===== src/rtl/div_pkg.sv =====
package div_pkg;
  typedef enum logic [1:0] {
    ST_IDLE = 2'd0,
    ST_RUN  = 2'd1,
    ST_DONE = 2'd2
  } div_state_e;
endpackage


===== src/rtl/div_operand_prep.sv =====
module div_operand_prep #(
  parameter int W = 32
) (
  input  logic [W-1:0] dividend_i,
  input  logic [W-1:0] divisor_i,
  input  logic         signed_i,
  output logic [W-1:0] mag_a_o,
  output logic [W-1:0] mag_b_o,
  output logic         neg_q_o,
  output logic         zero_o
);
  // Magnitude of an operand; unsigned operands pass through.
  function automatic logic [W-1:0] magnitude(input logic [W-1:0] v, input logic s);
    if (s && v[W-1]) return (~v) + W'(1);
    return v;
  endfunction

  always_comb begin
    mag_a_o = magnitude(dividend_i, signed_i);
    mag_b_o = magnitude(divisor_i, signed_i);
    neg_q_o = signed_i && (dividend_i[W-1] ^ divisor_i[W-1]);
    zero_o  = (divisor_i == '0);
  end
endmodule


===== src/rtl/div_seq_ctrl.sv =====
module div_seq_ctrl
  import div_pkg::*;
#(
  parameter int W = 32
) (
  input  logic clk,
  input  logic rst_n,
  input  logic start_i,
  input  logic zero_i,
  output logic accept_o,
  output logic step_o,
  output logic busy_o,
  output logic done_o
);
  localparam int CNTW = $clog2(W);

  div_state_e       state_q;
  logic [CNTW-1:0]  cnt_q;
  logic             last_step;

  always_comb begin
    accept_o  = start_i && (state_q == ST_IDLE);
    step_o    = (state_q == ST_RUN);
    last_step = step_o && (cnt_q == CNTW'(W - 1));
    busy_o    = (state_q != ST_IDLE);
    done_o    = (state_q == ST_DONE);
  end

  always_ff @(posedge clk or negedge rst_n) begin
    if (!rst_n) begin
      state_q <= ST_IDLE;
      cnt_q   <= '0;
    end else begin
      unique case (state_q)
        ST_IDLE: begin
          if (accept_o) begin
            cnt_q   <= '0;
            state_q <= zero_i ? ST_DONE : ST_RUN;
          end
        end
        ST_RUN: begin
          cnt_q <= cnt_q + CNTW'(1);
          if (last_step) state_q <= ST_DONE;
        end
        ST_DONE: state_q <= ST_IDLE;
        default: state_q <= ST_IDLE;
      endcase
    end
  end
endmodule


===== src/rtl/div_iter_core.sv =====
module div_iter_core #(
  parameter int W = 32
) (
  input  logic         clk,
  input  logic         rst_n,
  input  logic         load_i,
  input  logic         step_i,
  input  logic [W-1:0] mag_a_i,
  input  logic [W-1:0] mag_b_i,
  output logic [W-1:0] quot_mag_o
);
  logic [W-1:0] rem_q;
  logic [W-1:0] acc_q;
  logic [W-1:0] dsr_q;
  logic [W:0]   step_res;

  // One restoring step: returns {quotient bit, next partial remainder}.
  function automatic logic [W:0] div_step(input logic [W-1:0] rem,
                                          input logic         bit_in,
                                          input logic [W-1:0] dsr);
    logic [W:0]   shifted;
    logic [W+1:0] diff;
    shifted = {rem, bit_in};
    diff    = {1'b0, shifted} - {2'b00, dsr};
    if (!diff[W+1]) return {1'b1, diff[W-1:0]};
    return {1'b0, shifted[W-1:0]};
  endfunction

  assign step_res   = div_step(rem_q, acc_q[W-1], dsr_q);
  assign quot_mag_o = acc_q;

  always_ff @(posedge clk or negedge rst_n) begin
    if (!rst_n) begin
      rem_q <= '0;
      acc_q <= '0;
      dsr_q <= '0;
    end else if (load_i) begin
      rem_q <= '0;
      acc_q <= mag_a_i;
      dsr_q <= mag_b_i;
    end else if (step_i) begin
      rem_q <= step_res[W-1:0];
      acc_q <= {acc_q[W-2:0], step_res[W]};
    end
  end
endmodule


===== src/rtl/div_result_fmt.sv =====
module div_result_fmt #(
  parameter int W = 32
) (
  input  logic         clk,
  input  logic         rst_n,
  input  logic         load_i,
  input  logic         signed_i,
  input  logic         neg_i,
  input  logic         zero_i,
  input  logic         exc_en_i,
  input  logic         done_i,
  input  logic [W-1:0] quot_mag_i,
  output logic [W-1:0] quot_o,
  output logic         quot_we_o,
  output logic         flag_value_o,
  output logic         flag_ov_we_o,
  output logic         flag_cy_we_o,
  output logic         range_exc_o
);
  logic sgn_q, neg_q, zero_q, exc_q;

  function automatic logic [W-1:0] apply_sign(input logic [W-1:0] mag, input logic neg);
    if (neg) return (~mag) + W'(1);
    return mag;
  endfunction

  always_ff @(posedge clk or negedge rst_n) begin
    if (!rst_n) begin
      sgn_q  <= 1'b0;
      neg_q  <= 1'b0;
      zero_q <= 1'b0;
      exc_q  <= 1'b0;
    end else if (load_i) begin
      sgn_q  <= signed_i;
      neg_q  <= neg_i;
      zero_q <= zero_i;
      exc_q  <= exc_en_i;
    end
  end

  always_comb begin
    quot_o       = apply_sign(quot_mag_i, neg_q);
    quot_we_o    = done_i && !zero_q;
    flag_value_o = zero_q;
    flag_ov_we_o = done_i && sgn_q;
    flag_cy_we_o = done_i && !sgn_q;
    range_exc_o  = done_i && zero_q && exc_q;
  end
endmodule


===== src/rtl/seq_divider.sv =====
module seq_divider #(
  parameter int W = 32
) (
  input  logic         clk,
  input  logic         rst_n,
  input  logic         start_i,
  input  logic         signed_i,
  input  logic [W-1:0] dividend_i,
  input  logic [W-1:0] divisor_i,
  input  logic         exc_en_i,
  output logic         busy_o,
  output logic         done_o,
  output logic [W-1:0] quot_o,
  output logic         quot_we_o,
  output logic         flag_value_o,
  output logic         flag_ov_we_o,
  output logic         flag_cy_we_o,
  output logic         range_exc_o
);
  // Internal events, named for the bound checker.
  logic [W-1:0] mag_a_w, mag_b_w, quot_mag_w;
  logic         neg_q_w, div_zero_w, accept_w, step_w;

  div_operand_prep #(.W(W)) u_prep (
    .dividend_i (dividend_i),
    .divisor_i  (divisor_i),
    .signed_i   (signed_i),
    .mag_a_o    (mag_a_w),
    .mag_b_o    (mag_b_w),
    .neg_q_o    (neg_q_w),
    .zero_o     (div_zero_w)
  );

  div_seq_ctrl #(.W(W)) u_ctrl (
    .clk      (clk),
    .rst_n    (rst_n),
    .start_i  (start_i),
    .zero_i   (div_zero_w),
    .accept_o (accept_w),
    .step_o   (step_w),
    .busy_o   (busy_o),
    .done_o   (done_o)
  );

  div_iter_core #(.W(W)) u_core (
    .clk        (clk),
    .rst_n      (rst_n),
    .load_i     (accept_w),
    .step_i     (step_w),
    .mag_a_i    (mag_a_w),
    .mag_b_i    (mag_b_w),
    .quot_mag_o (quot_mag_w)
  );

  div_result_fmt #(.W(W)) u_fmt (
    .clk          (clk),
    .rst_n        (rst_n),
    .load_i       (accept_w),
    .signed_i     (signed_i),
    .neg_i        (neg_q_w),
    .zero_i       (div_zero_w),
    .exc_en_i     (exc_en_i),
    .done_i       (done_o),
    .quot_mag_i   (quot_mag_w),
    .quot_o       (quot_o),
    .quot_we_o    (quot_we_o),
    .flag_value_o (flag_value_o),
    .flag_ov_we_o (flag_ov_we_o),
    .flag_cy_we_o (flag_cy_we_o),
    .range_exc_o  (range_exc_o)
  );
endmodule


===== config.mk =====
export PLATFORM = sky130hd
export DESIGN_NAME = seq_divider
export DESIGN_NICKNAME = d
export VERILOG_FILES = /design/src/rtl/div_pkg.sv /design/src/rtl/div_operand_prep.sv /design/src/rtl/div_seq_ctrl.sv /design/src/rtl/div_iter_core.sv /design/src/rtl/div_result_fmt.sv /design/src/rtl/seq_divider.sv
export SDC_FILE = /design/constraint.sdc
export NUM_CORES = 1
export LEC_CHECK = 0
export BUFFER_PORTS_ARGS = -buffer_cell sky130_fd_sc_hd__buf_2
export CORE_MARGIN = 2
export CORE_UTILIZATION = 54
export DETAILED_ROUTE_END_ITERATION = 7
export PLACE_DENSITY = 0.78
export SETUP_SLACK_MARGIN = 0.15
export SKIP_CTS_REPAIR_TIMING = 1
export SYNTH_ARGS = -nofsm -noshare
export SYNTH_HDL_FRONTEND = slang
export SYNTH_SLANG_ARGS = --single-unit

===== constraint.sdc =====
create_clock -name clk -period 3.02 [get_ports clk]
set_clock_uncertainty 0.05 [all_clocks]
set_input_delay 0.453 -clock clk [delete_from_list [all_inputs] [get_ports clk]]
set_output_delay 0.453 -clock clk [all_outputs]
set_load 0.03 [all_outputs]

; After elaboration in Yosys (flattened, before gate mapping)
; Index checks and enable logic that the tools add are counted.
[totals]
reg_bits = 107
in_bits = 69
out_inout_bits = 39
wordCells = 62
[classes]
n_addsub = 5
n_eq_ne = 5
mux = 20
bitwise_logic = 4
reduce_logical = 19
[ops]
columns = op, count
row1 = $mux W32, 10
row2 = $add A32 B1 Y32 const B, 3
row3 = $not A32 Y32, 3
row4 = $sub A33 B32 Y34, 1
row5 = $mux W33, 1
row6 = $logic_not A32 Y1, 1
row7 = $logic_and A1 B1 Y1, 10
row8 = $pmux W5 S2, 1
row9 = $mux W2, 3
row10 = $reduce_bool A2 Y1, 3
row11 = $add A5 B1 Y5 const B, 1
row12 = $eq A5 B5 Y1 const B, 1
row13 = $mux W5, 1
row14 = $pmux W2 S2, 1
row15 = $reduce_and A2 Y1, 2
row16 = $mux W1, 3
row17 = $eq A2 B1 Y1 const B, 1
row18 = $eq A2 B2 Y1 const B, 1
row19 = $logic_not A1 Y1, 2
row20 = $logic_not A2 Y1, 1
row21 = $ne A2 B1 Y1 const B, 1
row22 = $ne A2 B2 Y1 const B, 1
row23 = $xor A1 B1 Y1, 1

; Depth between registers and ports, before layout
[depth]
word_depth = 5
ltp_mapped = 13
ltp_nobuf = 12

; By module
; A second synthesis with hierarchy kept.
[unflattened]
hier_cells = 1056
area_unflattened_um2 = 8897.3
[by_module_without_submodules]
columns = module, n_inst, cells_per_inst, area_per_inst_um2, seq_area_each_um2
row1 = div_iter_core, 1, 693, 6175.9, 2402.3
row2 = div_operand_prep, 1, 215, 1432.6, 0.0
row3 = div_result_fmt, 1, 112, 925.9, 100.1
row4 = div_seq_ctrl, 1, 36, 362.8, 175.2

; Least setup slack after synthesis
; OpenSTA, ideal clock, no wires.
[synth_path]
kind = register -> output
startpoint = reg u_core.acc_q[2] (netlist: u_core.quot_mag_o[2])
endpoint = out quot_o[29]
arrival_ns = 2.708
t_required_ns = 2.517
setup_slack_ns = -0.191
stages_incl_launch_ff = 10
path_cell_list = dfrtp_1 clkbuf_2 nor4_4 nor3b_2 nand3_1 or4_4 or2_4 or3b_4 o41ai_4 xnor2_1
[synth_via]
elab_chain_cells = 4
[synth_lines]
columns = element, line
row1 = start: declaration, div_iter_core.sv:13  ; logic [W-1:0] acc_q;
row2 = start signal: assignment, div_iter_core.sv:39  ; acc_q <= mag_a_i;
row3 = start signal: assignment, div_iter_core.sv:43  ; acc_q <= {acc_q[W-2:0], step_res[W]};
row4 = $not A32 Y32, div_result_fmt.sv:23  ; if (neg) return (~mag) + W'(1);
row5 = $add A32 B1 Y32, div_result_fmt.sv:23
row6 = $mux W32, div_result_fmt.sv:23
row7 = $mux W32, div_result_fmt.sv:24  ; return mag;
row8 = end: declaration, seq_divider.sv:13  ; output logic [W-1:0] quot_o,
; No other way between the ends. The select of a mux whose other input is x is not followed.

; Worst setup path in the final report
[layout_path]
startpoint = reg u_core.acc_q[3] (netlist: u_core.quot_mag_o[3])
endpoint = out quot_o[29]
; Same word-level chain as after synthesis.

==> run_results.csv <==
group,metric,value,unit
clock_tree,cts.sinks,107,
yosys,ys.flop_type,"dfrtp_1",
worst_setup_path,crit_arrival,3.31,ns
timing,whs,0.01267,ns
drt,firstDrtPassIters,5,
timing,relSlewSlack,0.4304,
timing,setup_viol_count_final,21,
grt,antenna_found_initial,0,
drt,top_layer,"met4",
yosys,yosys-top-cells-area,"dfrtp_1 (32%), xnor2_1 (7.9%), nand2_1 (6.7%)",
timing,fmax,262.3,MHz
place,place_ws,-0.3754,ns
yosys,syn_nets,1163,
drt,vias_per_cell,6.069,
clock_tree,cts_buffers,9,
drt,drt_iter0_markers,808,
floorplanning,floorplan.initialDensity,0.5501,
floorplanning,num_rows,45,
drt,postRouteAntennaNets,0,
floorplanning,die_w,128.0,um
yosys,ys_seq_area_frac,0.3226,
yosys,ys_top_cells_by_count,"nand2_1 (148), dfrtp_1 (107), o21ai_0 (105)",
yosys,synth_most_common_cell,"nand2_1",
clock_tree,clkTransAtPathRegs,0.07,ns
drt,wl_met3,1.478,mm
yosys,synth_top_area_share,0.3226,
worst_setup_path,worst_setup_path_start_kind,"flop",
grt,grt_max_degree,106,
yosys,ys_ff_latch,107,
worst_setup_path,cp_max_fo,5,
floorplanning,core_region_area,15090,um^2
timing,final_hold_viol_count,0,
yosys,synth_edf_count,0,
timing,period_needed,3.812,ns
cells_and_area,syn_to_final_growth,29.39,%
drt,totalWireLength,25.05,mm
flow_run,maxCapViolations,0,
yosys,syn_inst,1056,
timing,finalCritPeriodShare,1.262,
yosys,synth.cell_area,8300,um^2
timing,drv_slew,0,
drt,vias,8521,
floorplanning,pin_count,108,
worst_setup_path,crit_path_end_kind,"output pin",
clock_tree,clk_path_buf_depth,2,
floorplanning,die_h,128.0,um
outcome,violations,"negative setup slack",
place,dp_hpwl,16.22,mm
yosys,synth_cell_types,63,
cells_and_area,layout-drive-gt1-share,0.2574,
drt,met2_length,12.45,mm
worst_setup_path,crit_type,"flop to output pin",
outcome,status,"finished, violations left",
cells_and_area,fillerInstances,1117,
yosys,yosys.area.top_type,"dfrtp_1",
yosys,syn_avg_cell_area,7.860,um^2
place,port_buffers,107,
grt,grt_use_total,0.2726,
clock_tree,cts_htree_levels,3,
min_path,hp-class,"primary input to async pin",
grt,grt_pass1_vias,7477,
drt,m1WireLength,10.28,mm
yosys,ys_async_sr_fraction,1.000,
timing,rsz0062_at_grt,"yes",
clock_tree,cts_tree,"built",
yosys,synth_warnings,0,
floorplanning,fp.dieArea,16380,um^2
place,place.gp.congestion,0.9521,
grt,overflow,0,
cells_and_area,num_antenna_cells,0,
worst_setup_path,required,2.52,ns
cells_and_area,layout.nets,1319,
clock_tree,cts_root_buf,"clkbuf_16",
timing,worst_pin_slew,0.8523,ns
clock_tree,clk_latency,0.36,ns
timing,fin_ws,-0.7921,ns
drt,drc,0,
grt,grt_pass1_wl,35.93,mm
drt,wl_per_cell,17.84,um
==> critical path, stage by stage (launching register included) <==
cell     delay, ns
dfrtp_1       0.41
nor4_4        0.36
nor3b_4       0.27
nand3_2       0.11
or4_4         0.44
or2_4         0.25
or3b_4        0.44
o41ai_4       0.37
xnor2_2       0.15
buf_6         0.15
==> stage by stage <==
| stage | cells | TNS, ns | cell area, um^2 | utilization |
|---|---|---|---|---|
| 4_1_cts | 1372 | -8.984 | 9788 | 0.6487 |
| 5_1_grt | 1404 | -11.29 | 10740 | 0.7118 |
| 3_5_place_dp | 1357 | -1.920 | 9488 | 0.6288 |
| 6_report | 1404 | -9.145 | 10740 | 0.7118 |
| 3_3_place_gp | 1357 | -0.9837 | 9488 | 0.6288 |
| 2_1_floorplan | 1056 | -0.3795 | 8381 | - |
==> logic make-up (layout without fill, tap and decap cells) <==
group | count (synthesis) | after routing | synth area share
simple gates | 381 | 381 | 0.2143
buf+inv | 107 | 266 | 0.04959
xor+xnor | 112 | 112 | 0.1182
mux | 12 | 12 | 0.01462
compound gates | 299 | 300 | 0.2225
fa+ha+maj | 38 | 38 | 0.05818
flops | 107 | 107 | 0.3226
==> flip-flops by register name, indices dropped and copies added, names as in the netlist <==
name	flops
u_fmt.exc_q	1
u_ctrl.cnt_q	5
u_core.quot_mag_o	32
u_fmt.neg_q	1
u_ctrl.state_q	2
u_core.rem_q	32
u_core.dsr_q	32
u_fmt.sgn_q	1
u_fmt.flag_value_o	1
==> placed cells by master (no fill, tap or decap), types with 11 or more instances in the layout <==
cell	Yosys	layout
a21o_1	15	15
buf_4	1	83
nand2_1	148	146
ha_1	37	25
o21ai_0	105	80
nor2_1	94	89
buf_2	4	87
xnor2_1	75	64
o21ai_1	0	22
nand3_1	41	40
inv_1	49	46
buf_6	0	21
clkbuf_16	0	13
a21oi_1	66	57
nor3_1	13	12
a31oi_1	32	31
xor2_1	37	37
dfrtp_1	107	106
xnor2_2	0	11
==> final timing paths <==
check	startpoint	end	slack (ns)	depth (start not counted)
max	u_core.quot_mag_o[3]	quot_o[29]	-0.79	9
min	rst_n	u_core.dsr_q[3]	0.01	1
max reg2reg	u_core.rem_q[14]	u_core.rem_q[12]	0.14	12
min reg2reg	u_fmt.exc_q	u_fmt.exc_q	0.43	2
max in group asynchronous	rst_n	u_core.rem_q[24]	2.18	2
min in group clk	exc_en_i	u_fmt.exc_q	0.23	3
==> layer usage <==
layer / vias up / GRT usage
met1: 4103 / 0.3523
met5: - / 0
met3: 63 / 0.03631
met2: 320 / 0.4674
li1: 4035 / -
met4: 0 / 0.1028
==> final cells by class <==
class	count	area, um^2	area share
Inverter	49	183.9	0.01712
Clock inverter	5	61.31	0.005708
Sequential cell	107	2679	0.2494
Timing Repair Buffer	202	1523	0.1418
Tap cell	188	235.2	0.02190
Clock buffer	10	239.0	0.02225
Multi-Input combinational cell	843	5819	0.5418
Power is left out: the tool's default activity adds up to more than one toggle a clock period on the data nets, which glitch-free logic cannot reach.
